**src/rtl/ted_pkg.sv**
```systemverilog
package ted_pkg;
  // Strobes from the control to the datapath; at most one is high per edge.
  typedef struct packed {
    logic capture;
    logic restore;
  } tedStrobe_t;
endpackage

```
**src/rtl/ted_datapath.sv**
```systemverilog
module ted_datapath
  import ted_pkg::*;
#(
  parameter int WIDTH = 8
) (
  input  logic             clk,
  input  logic             rstN,
  input  logic [WIDTH-1:0] dIn,
  input  logic [WIDTH-1:0] shadowIn,
  input  tedStrobe_t       strobe,
  output logic [WIDTH-1:0] mainVal,
  output logic [WIDTH-1:0] shadowVal,
  output logic [WIDTH-1:0] diffVec
);
  // One cell per protected bit: main flop, shadow flop, comparator.
  for (genvar b = 0; b < WIDTH; b++) begin : g_bit
    logic mainQ;
    logic shadowQ;

    always_ff @(posedge clk) begin
      if (!rstN) begin
        mainQ   <= 1'b0;
        shadowQ <= 1'b0;
      end else if (strobe.capture) begin
        mainQ   <= dIn[b];
        shadowQ <= shadowIn[b];
      end else if (strobe.restore) begin
        mainQ   <= shadowQ;
      end
    end

    assign mainVal[b]   = mainQ;
    assign shadowVal[b] = shadowQ;
    assign diffVec[b]   = mainQ ^ shadowQ;
  end

  // after a correction edge, main and shadow agree
  restore_heals_chk: assert property (@(posedge clk) disable iff (!rstN)
    strobe.restore |=> (mainVal == shadowVal));
endmodule

```
**src/rtl/ted_ctrl.sv**
```systemverilog
module ted_ctrl
  import ted_pkg::*;
#(
  parameter int WIDTH = 8
) (
  input  logic             clk,
  input  logic             rstN,
  input  logic             stallIn,
  input  logic [WIDTH-1:0] diffVec,
  output tedStrobe_t       strobe,
  output logic             errOut
);
  logic anyDiff;
  logic errQ;

  assign anyDiff        = |diffVec;
  assign strobe.capture = !stallIn && !anyDiff;
  assign strobe.restore = !stallIn && anyDiff;

  always_ff @(posedge clk) begin
    if (!rstN) errQ <= 1'b0;
    else       errQ <= strobe.restore;
  end

  assign errOut = errQ;

  // an error never lasts two cycles
  single_err_chk: assert property (@(posedge clk) disable iff (!rstN)
    errOut |=> !errOut);

  // a stalled edge reports no error
  stall_quiet_chk: assert property (@(posedge clk) disable iff (!rstN)
    stallIn |=> !errOut);
endmodule

```
**src/rtl/tedRegister.sv**
```systemverilog
module tedRegister
  import ted_pkg::*;
#(
  parameter int WIDTH = 8
) (
  input  logic             clk,
  input  logic             rstN,
  input  logic [WIDTH-1:0] dIn,
  input  logic [WIDTH-1:0] shadowIn,
  input  logic             stallIn,
  output logic [WIDTH-1:0] qOut,
  output logic             errOut
);
  tedStrobe_t       strobe;
  logic [WIDTH-1:0] mainVal;
  logic [WIDTH-1:0] shadowVal;
  logic [WIDTH-1:0] diffVec;

  ted_datapath #(.WIDTH(WIDTH)) u_dp (
    .clk      (clk),
    .rstN     (rstN),
    .dIn      (dIn),
    .shadowIn (shadowIn),
    .strobe   (strobe),
    .mainVal  (mainVal),
    .shadowVal(shadowVal),
    .diffVec  (diffVec)
  );

  ted_ctrl #(.WIDTH(WIDTH)) u_ctrl (
    .clk     (clk),
    .rstN    (rstN),
    .stallIn (stallIn),
    .diffVec (diffVec),
    .strobe  (strobe),
    .errOut  (errOut)
  );

  assign qOut = mainVal;

  // an agreeing, unstalled edge takes the input and stays quiet
  capture_chk: assert property (@(posedge clk) disable iff (!rstN)
    (!stallIn && (qOut == shadowVal)) |=> ((qOut == $past(dIn)) && !errOut));

  // a disagreeing, unstalled edge restores the shadow value and flags it
  restore_chk: assert property (@(posedge clk) disable iff (!rstN)
    (!stallIn && (qOut != shadowVal)) |=> (errOut && (qOut == $past(shadowVal))));

  // a stalled edge freezes the output
  stall_hold_chk: assert property (@(posedge clk) disable iff (!rstN)
    stallIn |=> $stable(qOut));
endmodule

```
**config.mk**
```make
export PLATFORM = sky130hd
export DESIGN_NAME = tedRegister
export DESIGN_NICKNAME = d
export VERILOG_FILES = /design/src/rtl/ted_pkg.sv /design/src/rtl/ted_datapath.sv /design/src/rtl/ted_ctrl.sv /design/src/rtl/tedRegister.sv
export SDC_FILE = /design/constraint.sdc
export NUM_CORES = 1
export LEC_CHECK = 0
export ABC_AREA = 1
export BUFFER_PORTS_ARGS = -buffer_cell sky130_fd_sc_hd__buf_4
export CAP_MARGIN = 25
export CORE_MARGIN = 5
export CORE_UTILIZATION = 49
export DETAILED_ROUTE_END_ITERATION = 10
export PLACE_DENSITY = 0.85
export RECOVER_POWER = 100
export SYNTH_ARGS = -nofsm -noshare
export SYNTH_HDL_FRONTEND = slang
export SYNTH_SLANG_ARGS = --single-unit
```
**constraint.sdc**
```tcl
create_clock -name clk -period 1.43 [get_ports clk]
set_clock_uncertainty 0.15 [all_clocks]
set_input_delay 0.0715 -clock clk [delete_from_list [all_inputs] [get_ports clk]]
set_output_delay 0.0715 -clock clk [all_outputs]
set_load 0.02 [all_outputs]
```
# Yosys cells after proc, flatten, opt, wreduce, memory -nomap -nowiden

Cells that the tools add are included.
W data, S select, Z words.

Flip-flop bits (word level): 17
Bits of input ports: 19
Output and inout port bits: 9
Logic and storage cells: 47

Muxes and demuxes: 16
Bitwise gates (word level): 8
Reduce and logical (&&, ||, !) cells: 6

Operators by type and width:

| operator            | count |
|---|---|
| $mux W1             | 16 |
| $reduce_or A8 Y1    | 1 |
| $xor A1 B1 Y1       | 8 |
| $logic_and A1 B1 Y1 | 2 |
| $logic_not A1 Y1    | 2 |
| $reduce_bool A2 Y1  | 1 |

# Longest topological paths before layout

Depth in word-level cells: 5
Depth in mapped cells: 9
Gate-level depth less buffers: 9

# By module

From an unflattened synthesis, not the netlist that was laid out.

Cells, all modules: 132
Area total of the unflattened synthesis: 983.4 µm²

Modules (own cells, without submodules):

| module       | instances | cells each | area each (µm²) | sequential area each (µm²) |
|---|---|---|---|---|
| ted_datapath | 1         | 120        | 919.6           | 320.3 |
| ted_ctrl     | 1         | 12         | 63.8            | 20.0 |

# Worst setup path before layout

No wires, ideal clock.

Kind: flip-flop to flip-flop
Start: register u_dp.g_bit[3].mainQ
End: register u_dp.g_bit[0].shadowQ
Setup time: 120 ps
Data arrival time: 1,042 ps
Required time: 1,160 ps
Setup slack: 118 ps
Cell stages (with the launch flop): 7
Buffers on the path: 0
Period minus slack after synthesis: 1,312 ps
Cell sequence: dfxtp_1 > xnor2_1 > nand2_1 > nor2_4 > nand3_4 > nand2_1 > a21oi_1

Cells in the longest elaborated chain, start to end: 4

Ends and longest elaborated chain:

| item                     | line               | source |
|---|---|---|
| start: declaration       | ted_datapath.sv:17 | `logic mainQ;` |
| start signal: assignment | ted_datapath.sv:25 | `mainQ <= dIn[b];` |
| start signal: assignment | ted_datapath.sv:28 | `mainQ <= shadowQ;` |
| $xor A1 B1 Y1            | ted_datapath.sv:34 | `assign diffVec[b] = mainQ ^ shadowQ;` |
| $reduce_or A8 Y1         | ted_ctrl.sv:16     | `assign anyDiff = \|diffVec;` |
| $logic_not A1 Y1         | ted_ctrl.sv:17     | `assign strobe.capture = !stallIn && !anyDiff;` |
| $logic_and A1 B1 Y1      | ted_ctrl.sv:17     |  |
| end signal: assignment   | ted_datapath.sv:26 | `shadowQ <= shadowIn[b];` |
| end: declaration         | ted_datapath.sv:18 | `logic shadowQ;` |

No other way between the ends.
A chain may end at the register's enable or synchronous reset.

# Worst setup path after layout

Start: register u_dp.g_bit[4].shadowQ
End: register u_dp.g_bit[4].shadowQ

Cells in the longest elaborated chain, start to end: 4

Ends and longest elaborated chain:

| item                     | line |
|---|---|
| start: declaration       | ted_datapath.sv:18 |
| start signal: assignment | ted_datapath.sv:26 |
| $xor A1 B1 Y1            | ted_datapath.sv:34 |
| $reduce_or A8 Y1         | ted_ctrl.sv:16 |
| $logic_not A1 Y1         | ted_ctrl.sv:17 |
| $logic_and A1 B1 Y1      | ted_ctrl.sv:17 |

No other way between the ends.

==> results.py <==
metrics = {
    "sta": {
        "rsz_0062_raised_after_global_routing": "yes",
        "timing.final.hold_violations": 1,
        "period_minus_slack_ns": 1.527,
        "fin_crit_sh_pct": 106.8,
        "slew_headroom_pct": 76.27,
        "fin_hold_ws_ns": -0.005592,
        "finalSetupViolations": 17,
        "setup-tns-final_ns": -1.294,
        "timing.final.max_slew_violations": 0,
        "max_slew.worst_pin.slew_ns": 0.3556,
        "timing.final.ws_setup_ns": -0.09695,
        "achievable-frequency_mhz": 654.9,
    },
    "global_routing": {
        "grt_pass1_vias": 1106,
        "antenna_found_initial": 0,
        "grt_start_max_net_pins": 11,
        "grt_pass1_wl_mm": 5.016,
        "remaining_overflow_grt": 0,
        "global_route.usage.total_pct": 24.56,
    },
    "setup_path": {
        "cp_top_family": "simple AND/OR/NAND/NOR gates",
        "worst_path_max_delay_cell": "dfxtp_2",
        "critical_path_peak_fanout": 4,
        "worst_path_largest_cell_delay_ns": 0.35,
        "critical_path.startpoint_type": "flop",
        "timing.critical_path.to_type": "flop",
        "critPathBufInv": 2,
        "timing_worst_setup_path_type": "reg2reg",
        "critPathRequiredTime_ns": 1.50,
        "cp_data_arrival_time_ns": 1.60,
        "worstPathCellList": "inv_1 > nand2_1 > nand2_2 > nand4_1 > nor2_4 > buf_6 > nand3_1 > a21oi_1",
    },
    "detailed_routing": {
        "routed_wl_mm": 3.262,
        "post_drt_antenna_nets": 0,
        "dr_total_vias": 1116,
        "detail_route.vias_per_cell": 5.289,
        "drc_violation_total_after_the_first_tritonroute_iteration": 51,
        "wire_per_inst_um": 15.46,
        "drtPass1Iterations": 4,
        "drc": 0,
    },
    "cts": {
        "insertion_delay_to_the_later_sink_of_the_worst_skew_pair_ns": 0.29,
        "clkSinkCount": 17,
        "cts-htree-levels": 1,
        "clock_tree_root": "clkbuf_4",
        "inserted_clock_buffers": 3,
        "cts.reportedPaths.clkPinSlew_ns": 0.10,
        "clock_tree_from_tritoncts": "yes",
        "clock_tree.buffer_depth": 2,
    },
    "floorplanning": {
        "die_x_um": 52.97,
        "die_h_um": 52.97,
        "boundaryPins": 28,
        "placeableCoreArea_mm2": 0.001745,
        "die_area_mm2": 0.002805,
        "num_rows": 15,
        "initial_utilization_pct": 51.83,
    },
    "final_layout": {
        "flow.area_growth_from_synthesis_pct": 67.77,
        "fin_nets": 206,
        "final_design_area_no_fill_mm2": 0.001518,
        "drive_above_1_share_pct": 50.00,
        "antennaDiodeCount": 0,
    },
    "yosys": {
        "synth_seq_cells": 17,
        "synth_top_area_share_pct": 37.62,
        "synth_cells": 130,
        "yosysSeqAreaShare_pct": 37.62,
        "synthTopCellsByArea": "dfxtp_1 38%, nand2_1 14%, a21oi_1 8.9%",
        "synth_top_area_cell": "dfxtp_1",
        "synthesis.nets": 149,
        "synthesis.yosys.warnings": 0,
        "yosys.cell_types.count": 15,
        "post_synth_instance_area_um2": 904.6,
        "syn-mean-instance-area_um2": 6.959,
    },
    "outcome": {
        "failed_checks": "hold timing, setup timing",
        "outcome": "finished with violations",
    },
    "place": {
        "io_buffer_count": 27,
        "postPlaceCellArea_mm2": 0.001116,
        "detailed_place_hpwl_mm": 1.593,
        "replace_congestion": 0.8087,
    },
    "flow_run": {
        "cap_violations": 0,
    },
    "pwr": {
        "cellPowerDensity_mw_per_mm2": 997.8,
        "static-leakage-power_nw": 0.6933,
        "peakVddDrop_mv": 0.7539,
    },
    "worst_hold_path": {
        "min-delay-path-class": "in2reg",
    },
}
-- worst reg2reg max path: stages (launching register included) --
cell and delay (ns):
dfxtp_2 0.35, inv_1 0.05, nand2_1 0.07, nand2_2 0.08
nand4_1 0.18, nor2_4 0.22, buf_6 0.14, nand3_1 0.07
a21oi_1 0.14
-- cells by family (layout without fill, tap and decap cells) --
logic type | count (synthesis) | count (layout) | share of synthesized area [%]
AOI/OAI and AO/OA | 24 | 24 | 13.28
xor gates and xnor gates | 4 | 4 | 3.872
buffers and inverters | 30 | 85 | 15.77
DFF | 17 | 17 | 37.62
and+or+nand+nor | 55 | 56 | 29.46
-- placed cells by master (no fill, tap or decap), types with 2 or more instances in the layout --
master,instances
buf_4,40
buf_6,4
dfxtp_1,2
nand2_2,15
nor2_4,3
a21oi_2,4
nand2_1,18
nand3_1,15
dlygate4sd3_1,16
inv_1,18
o21ai_0,8
xnor2_2,4
clkbuf_4,3
a21oi_1,12
dfxtp_2,15
-- per-layer routing --
metal	global-route usage (%)	share of wire, %	wire (µm)	vias to the layer above
met5	0	0	0	-
met4	6.809	3.5	114	0
met3	3.380	7.1	232	12
met2	47.73	53	1734	60
met1	27.13	36	1181	523
li1	-	-	-	521
-- per-stage QoR --
step                utilization (%)  cells  hold WS [ns]  power [mW]  setup slack, ns
floorplan                         -    130     0.0008111      0.8602           0.1181
global placement              63.94    178       0.09564      0.9690         0.004891
detailed placement            63.94    178       0.09839      0.9835         -0.05824
CTS                           82.72    210     0.0004097       1.415         -0.02613
global route                  86.95    211     0.0005976       1.583          -0.1808
finish                        86.95    211     -0.005592       1.514         -0.09695
-- where the power goes --
group / internal [mW] / leakage [nW] / switching (mW) / total [mW]
logic: 0.326 / 0.530 / 0.372 / 0.698
clock network: 0.104 / 0.0177 / 0.153 / 0.257
registers: 0.521 / 0.145 / 0.0380 / 0.559
-- final timing paths --
path                              start                     to  slack [ns]  depth (start not counted)
setup / recovery  u_dp.g_bit[4].shadowQ  u_dp.g_bit[4].shadowQ        -0.1                          8
hold / removal                   dIn[0]    u_dp.g_bit[0].mainQ      -0.006                          5
setup reg to reg  u_dp.g_bit[4].shadowQ  u_dp.g_bit[4].shadowQ        -0.1                          8
hold reg to reg   u_dp.g_bit[2].shadowQ    u_dp.g_bit[2].mainQ        0.34                          2
-- sequential cells by signal (all words and copies together), names as in the netlist --
name                cells
u_ctrl.errOut           1
u_dp.g_bit.mainQ        8
u_dp.g_bit.shadowQ      8
-- cell type report --
cell class / count / area (µm²)
well taps: 25 / 31.28
multi-input cells: 84 / 515.5
fillers: 91 / 227.7
repair buffers: 61 / 509.2
clock buffers: 3 / 22.52
inverters: 20 / 75.07
flip-flops and latches: 17 / 359.1
clock inverters: 1 / 5.005
-- Yosys cell counts (all sizes together) --
cell and instances:
xnor2 4, buf 8, nand2 33, nor3 1
clkinv 1, inv 19, dfxtp 17, clkbuf 2
nand4 1, o21ai 8, nand3 17, nor2 3
a21oi 16
-- repair_timing --
action | CTS | global route
gates resized for setup | 24 | 21
cloned | 1 | 0
pin swaps | 15 | 11
hold buffers | 16 | 0
endpoints found under the hold margin | 17 | 0
buffers inserted | 11 | 1
endpoints found under the setup margin | 16 | 17
(Power assumes the default switching activity.)
